## config.mk

```make
export PLATFORM = sky130hd
export DESIGN_NAME = trap_entry_unit
export DESIGN_NICKNAME = d
export VERILOG_FILES = /design/src/rtl/trap_entry_pkg.sv /design/src/rtl/trap_cwp_adjust.sv /design/src/rtl/trap_save_pack.sv /design/src/rtl/trap_level_update.sv /design/src/rtl/trap_entry_unit.sv
export SDC_FILE = /design/constraint.sdc
export NUM_CORES = 1
export LEC_CHECK = 0
export BUFFER_PORTS_ARGS = -buffer_cell sky130_fd_sc_hd__buf_2
export CAP_MARGIN = 25
export CORE_AREA = 4 4 161 163
export CTS_CLUSTER_SIZE = 25
export DETAILED_ROUTE_END_ITERATION = 7
export DIE_AREA = 0 0 165 167
export GPL_ROUTABILITY_DRIVEN = 0
export SETUP_SLACK_MARGIN = 0.5
export SYNTH_ARGS = -nofsm -noshare
export SYNTH_HDL_FRONTEND = slang
export SYNTH_SLANG_ARGS = --single-unit
```

## constraint.sdc

```tcl
create_clock -name clk -period 2.4 [get_ports clk]
set_input_delay 0.36 -clock clk [delete_from_list [all_inputs] [get_ports clk]]
set_output_delay 0.36 -clock clk [all_outputs]
set_load 0.02 [all_outputs]
```

## src/rtl/trap_entry_pkg.sv

```systemverilog
package trap_entry_pkg;

    localparam int PS_W   = 13;
    localparam int HPS_W  = 11;
    localparam int TT_W   = 9;
    localparam int ADDR_W = 64;
    localparam int TS_W   = 43;

    localparam int PS_IE   = 1;
    localparam int PS_PRIV = 2;
    localparam int PS_AM   = 3;
    localparam int PS_PEF  = 4;
    localparam int PS_TLE  = 8;
    localparam int PS_CLE  = 9;

    localparam int HPS_TLZ   = 0;
    localparam int HPS_HPRIV = 2;
    localparam int HPS_RED   = 5;
    localparam int HPS_IBE   = 10;

    localparam int TS_GL_LSB  = 40;
    localparam int TS_CCR_LSB = 32;
    localparam int TS_ASI_LSB = 24;
    localparam int TS_PS_LSB  = 8;
    localparam int TS_CWP_LSB = 0;

    localparam logic [PS_W-1:0]  PSTATE_POR  = 13'h014;
    localparam logic [HPS_W-1:0] HPSTATE_POR = 11'h024;
    localparam logic [TT_W-1:0]  TT_POR      = 9'h001;
    localparam logic [TT_W-1:0]  TT_WIN_INC  = 9'h024;

    typedef enum logic [1:0] {
        TGT_PRIV  = 2'b00,
        TGT_HYPER = 2'b01,
        TGT_ERR   = 2'b10,
        TGT_ERR2  = 2'b11
    } trap_tgt_e;

endpackage

```

## src/rtl/trap_cwp_adjust.sv

```systemverilog
module trap_cwp_adjust
    import trap_entry_pkg::*;
#(
    parameter int NWIN = 8,
    parameter int CW   = 3
) (
    input  logic [TT_W-1:0] trap_type,
    input  logic [CW-1:0]   cwp_cur,
    input  logic [CW-1:0]   cansave,
    output logic [CW-1:0]   cwp_next
);
    localparam int SW = CW + 2;

    logic [SW-1:0] sum_d;

    always_comb begin
        sum_d = SW'(cwp_cur);
        if (trap_type == TT_WIN_INC) begin
            sum_d = SW'(cwp_cur) + SW'(1);
        end else if (trap_type[TT_W-1:6] == 3'b010) begin
            sum_d = SW'(cwp_cur) + SW'(cansave) + SW'(2);
        end else if (trap_type[TT_W-1:6] == 3'b011) begin
            sum_d = SW'(cwp_cur) + SW'(NWIN - 1);
        end
    end

    generate
        if ((NWIN & (NWIN - 1)) == 0) begin : g_pow2
            assign cwp_next = CW'(sum_d & SW'(NWIN - 1));
        end else begin : g_mod
            assign cwp_next = CW'(sum_d % SW'(NWIN));
        end
    endgenerate

endmodule

```

## src/rtl/trap_save_pack.sv

```systemverilog
module trap_save_pack
    import trap_entry_pkg::*;
#(
    parameter int GLW = 2,
    parameter int CW  = 3
) (
    input  logic [GLW-1:0]    gl_cur,
    input  logic [7:0]        ccr_cur,
    input  logic [7:0]        asi_cur,
    input  logic [PS_W-1:0]   pstate_cur,
    input  logic [CW-1:0]     cwp_cur,
    input  logic [ADDR_W-1:0] pc_cur,
    input  logic [ADDR_W-1:0] npc_cur,
    output logic [TS_W-1:0]   save_word,
    output logic [ADDR_W-1:0] save_pc,
    output logic [ADDR_W-1:0] save_npc
);
    localparam logic [ADDR_W-1:0] LOW32 = {{(ADDR_W-32){1'b0}}, {32{1'b1}}};

    always_comb begin
        save_word = '0;
        save_word[TS_GL_LSB  +: GLW]  = gl_cur;
        save_word[TS_CCR_LSB +: 8]    = ccr_cur;
        save_word[TS_ASI_LSB +: 8]    = asi_cur;
        save_word[TS_PS_LSB  +: PS_W] = pstate_cur;
        save_word[TS_CWP_LSB +: CW]   = cwp_cur;

        if (pstate_cur[PS_AM]) begin
            save_pc  = pc_cur & LOW32;
            save_npc = npc_cur & LOW32;
        end else begin
            save_pc  = pc_cur;
            save_npc = npc_cur;
        end
    end

endmodule

```

## src/rtl/trap_level_update.sv

```systemverilog
module trap_level_update
    import trap_entry_pkg::*;
#(
    parameter int MAX_TL  = 6,
    parameter int MAX_GL  = 3,
    parameter int MAX_PGL = 2,
    parameter int TLW     = 3,
    parameter int GLW     = 2
) (
    input  trap_tgt_e          tgt,
    input  logic [TLW-1:0]     tl_cur,
    input  logic [GLW-1:0]     gl_cur,
    input  logic [PS_W-1:0]    pstate_cur,
    input  logic [HPS_W-1:0]   hpstate_cur,
    output logic [TLW-1:0]     tl_next,
    output logic [GLW-1:0]     gl_next,
    output logic [PS_W-1:0]    pstate_next,
    output logic [HPS_W-1:0]   hpstate_next
);
    logic [GLW-1:0] gl_lim;

    always_comb begin
        tl_next = (tl_cur >= TLW'(MAX_TL)) ? TLW'(MAX_TL) : TLW'(tl_cur + 1'b1);

        gl_lim  = (tgt == TGT_PRIV) ? GLW'(MAX_PGL) : GLW'(MAX_GL);
        gl_next = (gl_cur >= gl_lim) ? gl_lim : GLW'(gl_cur + 1'b1);

        pstate_next  = pstate_cur;
        hpstate_next = hpstate_cur;
        case (tgt)
            TGT_PRIV: begin
                pstate_next[PS_PEF]  = 1'b1;
                pstate_next[PS_AM]   = 1'b0;
                pstate_next[PS_IE]   = 1'b0;
                pstate_next[PS_PRIV] = 1'b1;
                pstate_next[PS_CLE]  = pstate_cur[PS_TLE];
            end
            TGT_HYPER: begin
                pstate_next[PS_PEF]     = 1'b1;
                pstate_next[PS_AM]      = 1'b0;
                pstate_next[PS_IE]      = 1'b0;
                pstate_next[PS_CLE]     = 1'b0;
                hpstate_next[HPS_RED]   = 1'b0;
                hpstate_next[HPS_IBE]   = 1'b0;
                hpstate_next[HPS_HPRIV] = 1'b1;
            end
            default: begin
                pstate_next             = '0;
                pstate_next[PS_PRIV]    = pstate_cur[PS_PRIV];
                pstate_next[PS_PEF]     = 1'b1;
                hpstate_next[HPS_RED]   = 1'b1;
                hpstate_next[HPS_HPRIV] = 1'b1;
                hpstate_next[HPS_IBE]   = 1'b0;
                hpstate_next[HPS_TLZ]   = 1'b0;
            end
        endcase
    end

endmodule

```

## src/rtl/trap_entry_unit.sv

```systemverilog
module trap_entry_unit
    import trap_entry_pkg::*;
#(
    parameter int NWIN    = 8,
    parameter int MAX_TL  = 6,
    parameter int MAX_GL  = 3,
    parameter int MAX_PGL = 2,
    localparam int TLW    = $clog2(MAX_TL + 1),
    localparam int GLW    = $clog2(MAX_GL + 1),
    localparam int CW     = $clog2(NWIN)
) (
    input  logic              clk,
    input  logic              rst_n,
    input  logic              trap_go,
    input  logic [1:0]        trap_tgt,
    input  logic [TT_W-1:0]   trap_type,
    input  logic [TLW-1:0]    cur_tl,
    input  logic [GLW-1:0]    cur_gl,
    input  logic [PS_W-1:0]   cur_pstate,
    input  logic [HPS_W-1:0]  cur_hpstate,
    input  logic [CW-1:0]     cur_cwp,
    input  logic [CW-1:0]     cur_cansave,
    input  logic [7:0]        cur_ccr,
    input  logic [7:0]        cur_asi,
    input  logic [ADDR_W-1:0] cur_pc,
    input  logic [ADDR_W-1:0] cur_npc,
    output logic [TLW-1:0]    tl,
    output logic [GLW-1:0]    gl,
    output logic [PS_W-1:0]   pstate,
    output logic [HPS_W-1:0]  hpstate,
    output logic [CW-1:0]     cwp,
    output logic [TS_W-1:0]   tstate,
    output logic [ADDR_W-1:0] tpc,
    output logic [ADDR_W-1:0] tnpc,
    output logic [HPS_W-1:0]  htstate,
    output logic [TT_W-1:0]   tt,
    output logic              tick_npt,
    output logic              wr_stb
);
    typedef struct packed {
        logic [TLW-1:0]    tl;
        logic [GLW-1:0]    gl;
        logic [PS_W-1:0]   pstate;
        logic [HPS_W-1:0]  hpstate;
        logic [CW-1:0]     cwp;
        logic [TS_W-1:0]   tstate;
        logic [ADDR_W-1:0] tpc;
        logic [ADDR_W-1:0] tnpc;
        logic [HPS_W-1:0]  htstate;
        logic [TT_W-1:0]   tt;
        logic              npt;
        logic              stb;
    } trap_regs_t;

    trap_regs_t regs_d, regs_q;
    trap_tgt_e  tgt;

    logic [TLW-1:0]    lvl_tl;
    logic [GLW-1:0]    lvl_gl;
    logic [PS_W-1:0]   lvl_ps;
    logic [HPS_W-1:0]  lvl_hps;
    logic [CW-1:0]     win_cwp;
    logic [TS_W-1:0]   pk_word;
    logic [ADDR_W-1:0] pk_pc;
    logic [ADDR_W-1:0] pk_npc;

    assign tgt = trap_tgt_e'(trap_tgt);

    trap_level_update #(
        .MAX_TL (MAX_TL),
        .MAX_GL (MAX_GL),
        .MAX_PGL(MAX_PGL),
        .TLW    (TLW),
        .GLW    (GLW)
    ) u_level (
        .tgt         (tgt),
        .tl_cur      (cur_tl),
        .gl_cur      (cur_gl),
        .pstate_cur  (cur_pstate),
        .hpstate_cur (cur_hpstate),
        .tl_next     (lvl_tl),
        .gl_next     (lvl_gl),
        .pstate_next (lvl_ps),
        .hpstate_next(lvl_hps)
    );

    trap_cwp_adjust #(
        .NWIN(NWIN),
        .CW  (CW)
    ) u_window (
        .trap_type(trap_type),
        .cwp_cur  (cur_cwp),
        .cansave  (cur_cansave),
        .cwp_next (win_cwp)
    );

    trap_save_pack #(
        .GLW(GLW),
        .CW (CW)
    ) u_pack (
        .gl_cur    (cur_gl),
        .ccr_cur   (cur_ccr),
        .asi_cur   (cur_asi),
        .pstate_cur(cur_pstate),
        .cwp_cur   (cur_cwp),
        .pc_cur    (cur_pc),
        .npc_cur   (cur_npc),
        .save_word (pk_word),
        .save_pc   (pk_pc),
        .save_npc  (pk_npc)
    );

    always_comb begin
        regs_d     = regs_q;
        regs_d.stb = 1'b0;
        if (trap_go) begin
            regs_d.tl      = lvl_tl;
            regs_d.gl      = lvl_gl;
            regs_d.pstate  = lvl_ps;
            regs_d.hpstate = lvl_hps;
            regs_d.cwp     = win_cwp;
            regs_d.tstate  = pk_word;
            regs_d.tpc     = pk_pc;
            regs_d.tnpc    = pk_npc;
            regs_d.htstate = cur_hpstate;
            regs_d.tt      = trap_type;
            regs_d.stb     = 1'b1;
        end
    end

    always_ff @(posedge clk or negedge rst_n) begin
        if (!rst_n) begin
            regs_q         <= '0;
            regs_q.tl      <= TLW'(MAX_TL);
            regs_q.gl      <= GLW'(MAX_GL);
            regs_q.pstate  <= PSTATE_POR;
            regs_q.hpstate <= HPSTATE_POR;
            regs_q.tt      <= TT_POR;
            regs_q.npt     <= 1'b1;
        end else begin
            regs_q <= regs_d;
        end
    end

    assign tl       = regs_q.tl;
    assign gl       = regs_q.gl;
    assign pstate   = regs_q.pstate;
    assign hpstate  = regs_q.hpstate;
    assign cwp      = regs_q.cwp;
    assign tstate   = regs_q.tstate;
    assign tpc      = regs_q.tpc;
    assign tnpc     = regs_q.tnpc;
    assign htstate  = regs_q.htstate;
    assign tt       = regs_q.tt;
    assign tick_npt = regs_q.npt;
    assign wr_stb   = regs_q.stb;

endmodule

```

Yosys cells after proc, flatten, opt, wreduce, memory -nomap -nowiden
Cells that the tools add are included.
- bits in registers: 212
- bits in latches: 0
- bits in writable memories: 0
- bits in read-only memories: 0
- output and inout bits: 225
- word-level logic and storage cells: 43
- memories kept: 0
- add/subtract/negate cells: 6
- multipliers: 0
- div/mod/pow operators: 0
- order comparisons: 2
- equality and inequality tests: 4
- shifts and indexed selects: 0
- mux-type cells: 18
- bitwise gates (word level): 0
- reduce and logical (&&, ||, !) cells: 2
- operators by type and width (cell ; count):
    $mux 64 ; 2
    $mux 3 ; 5
    $eq 9x6->1 const B ; 1
    $mux 1 ; 8
    $add 3x1->3 const B ; 2
    $eq 3x2->1 const B ; 2
    $mux 4 ; 1
    $add 3x2->3 const B ; 1
    $add 3x3->3 ; 1
    $add 3x3->3 const B ; 1
    $ge 3x3->1 const B ; 1
    $add 2x1->2 const B ; 1
    $eq 2x1->1 const B ; 1
    $ge 2x2->1 ; 1
    $logic_not 2->1 ; 1
    $mux 2 ; 1
    $pmux 1 s2 ; 1
    $reduce_or 2->1 ; 1

Logic depth before layout (Yosys ltp)
- word-level depth: 4
- mapped depth: 8
- depth with buffers taken out: 8

By module
Synthesis repeated with hierarchy kept, for this count alone.
- cell total of the unflattened synthesis: 724
- area, all modules: 10961.8 um^2
- by module, submodules not included (module ; times used ; cells each ; area each (um^2) ; sequential area each (um^2)):
    trap_entry_unit ; 1 ; 474 ; 9027.4 ; 5616.6
    trap_save_pack ; 1 ; 179 ; 1443.9 ; 0.0
    trap_cwp_adjust ; 1 ; 34 ; 250.2 ; 0.0
    trap_level_update ; 1 ; 37 ; 240.2 ; 0.0

Least setup slack after synthesis
OpenSTA, ideal clock, no wires.
- kind: input -> register
- from: in cur_cwp[1]
- to: reg regs_q[195] (netlist: cwp[2])
- setup time: 80 ps
- arrival time: 1525 ps
- data required time: 2320 ps
- setup slack: 795 ps
- stages on the path: 8
- path buffers: 0
- path through: inv_1 ha_1 inv_1 ha_1 xor2_1 xnor2_1 o311a_1 o22ai_2
- longest elaborated chain between the ends: 4
- elaborated cells on any way between the ends: 7
- classes of those cells: add/sub: 4; mux: 3
- RTL lines (element ; RTL line ; RTL):
    start, declared ; trap_entry_unit.sv:21 ; input logic [CW-1:0] cur_cwp,
    $add 3x3->3 (on tied branches) ; trap_cwp_adjust.sv:21, trap_cwp_adjust.sv:23 ;
    $add 3x2->3 or $mux 3 (tied branches) ; trap_cwp_adjust.sv:21, trap_cwp_adjust.sv:22 ;
    $mux 3 ; trap_cwp_adjust.sv:20 ; end else if (trap_type[TT_W-1:6] == 3'b010) begin
    $mux 3 (*) ; trap_cwp_adjust.sv:18 ; if (trap_type == TT_WIN_INC) begin
    end signal, assigned ; trap_entry_unit.sv:141 ; regs_q <= regs_d;
    end, declared ; trap_entry_unit.sv:55 ; trap_regs_t regs_d, regs_q;
Mark *: on every way between the ends. The rest lies on a longest branch, timed or not.
A chain may end at the register's enable or synchronous reset.

Worst setup path after layout
- from: reg hpstate[2] (netlist name)
- to: out hpstate[2]
- RTL lines (element ; RTL line ; RTL):
    end, declared ; trap_entry_unit.sv:30 ; output logic [HPS_W-1:0] hpstate,
No word-level cell between the ends.

==> run metrics <==
hold endpoint tnpc[6]; period utilization 66.0%; number of enable flip-flop cells after synthesis 0; fillcell total 2310; top cell type's share of synthesized area 58.1%; Reg2Reg Setup Slack 1.56 ns; Critical Path Source Type register; HP Class in2reg; Post-DP HPWL 18200 µm; Worst EP arrival 1.22 ns; Max VDD drop 589 µV; max-cap violations 0; worst slew pin tran 0.600 ns; DRC Markers 0; source of the worst hold timing path cur_npc[6]; crit-path max FO 2; P_sw 2.55 mW; Post-DRT Antenna Nets 0; I/O pin cnt 418; area leader, netlist dfrtp_1; Ys Warns 0; Port Buffer Count 404; Die Wd 165 µm; row count 57; final-stage net count 1282; via count of the first global-routing pass 6650; largest net degree at the start of global routing 68; outcome completed; CP Capture Type output port; most common cell in the netlist dfrtp_1; CTS tree yes; clk slew on worst S/H paths 0.06 ns; R2R depth 1; post-cts sizing count 0; first-pass GRT wire length 36500 µm; required time of the worst setup path 2.04 ns; Setup Viol. Count Final 0; fraction of layout cells with a size suffix above 1 45.1%; switching share of total power 27.2%; P_leak 5.90 nW; Die Footprint 27600 µm²; final wirelength 23900 µm; worst skew pair latency 0.50 ns; Tot Pwr 9.35 mW; H-tree depth 1; Root Driver clkbuf_16; Seq cells post-synth 205; Wirelength per Cell 16.8 µm; Vias/cell 4.52; Hold Path Stages 2; Post-Place Cell Area 10900 µm²; crit path kind reg2out; core area 24300 µm²; Post-Synthesis Cells 679; Bufs on Longest Clock Path 3; GRT Residual Overflow 0; Slew headroom 60.0%; delay-heaviest family, CP flip-flops; Pre-antenna DRT Iters 6; RSZ-0062 raised after global routing no; cells along the critical path buf_2; CP bufs+invs 1; max incr delay on CP 0.53 ns; clock skew 0 ns; RR Endpoint tt[5]; Power Dens Cells 795 nW/µm²; initial antenna violation count 2; Max Fclk 631 MHz; Final Cell Area 11800 µm²; Setup TNS 0 ns; area of the multi-input gates 2720 µm²; minimum clock period 1.58 ns; area grow syn2layout 38.6%; register area 5140 µm²; Area contributors post-synth dfrtp_1, mux2_1, nand3b_1; worst r2r src tt[5]; Initial Utilization 34.9%; total track usage 16.4%; Crit-path slowest cell dfstp_2; die height 167 µm; fraction of registers with async set/reset 100%; total number of vias 6451; Comb pwr share 17.0%; synthesized area per cell 12.5 µm²; Clock Power Share 40.8%; 1st-iter DRT viols 272; Post-Syn Area 8480 µm²; final hold violation count 0; Seq/Total Area, Yosys 60.6%; CTS Sinks 205; Internal 6.80 mW; TritonCTS Buffers 24; most frequent cells after synthesis dfrtp_1, mux2_1, inv_1; Yosys cell types 31; Final Max Tran Viols 0; register share of total power 42.2%; Primary FF master, synth dfrtp_1; post-CTS setup buffer count 0
sequential cells by signal, indices dropped and copies added (netlist names):
signal / cells
tnpc: 64
htstate: 4
hpstate: 11
tpc: 64
pstate: 10
tt: 9
tl: 3
tstate: 34
cwp: 3
gl: 2
wr_stb: 1
area by class of cell:
| class | instances | share of cell area [%] |
|---|---|---|
| Clock buffer | 35 | 5.81 |
| Multi-Input combinational cell | 340 | 23.1 |
| Tap cell | 324 | 3.45 |
| Antenna cell | 2 | 0.0426 |
| Sequential cell | 205 | 43.7 |
| Inverter | 86 | 2.75 |
| Timing Repair Buffer | 426 | 19.8 |
| Clock inverter | 9 | 1.27 |
repair_timing:
item / in CTS / in global routing
endpoints found under the setup margin: 0 / 0
hold endpoints to repair: 58 / 0
hold buffers: 1 / 0
worst max path at each step:
stage | from | to | depth (start not counted)
CTS | hpstate[2] | hpstate[2] | 1
finish | hpstate[2] | hpstate[2] | 1
global placement | cur_cwp[1] | cwp[2] | 9
global route | hpstate[2] | hpstate[2] | 1
detailed placement | cur_cwp[1] | cwp[2] | 9
floorplan | cur_cwp[1] | cwp[2] | 8
stage by stage:
| step | hold slack, ns | utilization [%] | std cells | setup slack, ns |
|---|---|---|---|---|
| after floorplan | 0.0644 | - | 690 | 0.795 |
| after global placement | 0.430 | 44.9 | 1380 | 0.620 |
| after detailed placement | 0.430 | 44.9 | 1380 | 0.609 |
| after CTS | 0.0420 | 48.3 | 1425 | 0.783 |
| after global routing | 0.0481 | 48.3 | 1427 | 0.776 |
| final | 0.0638 | 48.3 | 1427 | 0.816 |
kinds of logic after synthesis:
logic type	Yosys count	synth area share [%]
adder cells (fa/ha/maj)	6	0.885
flip-flops	205	60.6
XOR/XNOR	4	0.413
buffers and inverters	145	7.82
AO/OA/AOI/OAI	100	6.27
AND/OR/NAND/NOR	97	8.00
multiplexers	120	15.9
other	2	0.0886
cells in the final DEF (no fill, tap or decap), drive strengths merged, types with 2 or more instances in the layout:
| cell | count |
|---|---|
| conb | 13 |
| a22oi | 2 |
| xnor2 | 2 |
| nand2 | 9 |
| clkbuf | 36 |
| nor3 | 2 |
| nor2 | 11 |
| o21ai | 82 |
| xor2 | 2 |
| mux2 | 118 |
| bufinv | 4 |
| clkinv | 4 |
| inv | 87 |
| dfstp | 8 |
| a21oi | 11 |
| o32ai | 2 |
| diode | 2 |
| dfrtp | 197 |
| mux2i | 2 |
| buf | 424 |
| ha | 6 |
| nand3b | 71 |
routing by layer:
layer	vias up	share of wire [%]	track usage (%)
met3	37	9.4	5.14
met5	-	0	0
met2	290	48	28.6
li1	3046	-	-
met1	3078	40	19.5
met4	0	2.6	4.59
power by group through the flow:
stage / Sequential, mW / Clock [mW] / Combinational (mW)
after global placement: 3.99 / 0 / 1.61
after global routing: 3.99 / 4.08 / 1.73
final: 3.95 / 3.81 / 1.59
after detailed placement: 4.00 / 0 / 1.62
after floorplan: 4.40 / 0 / 0.471
after CTS: 3.95 / 3.92 / 1.62
Note: power is estimated with default switching activity, not from simulation.
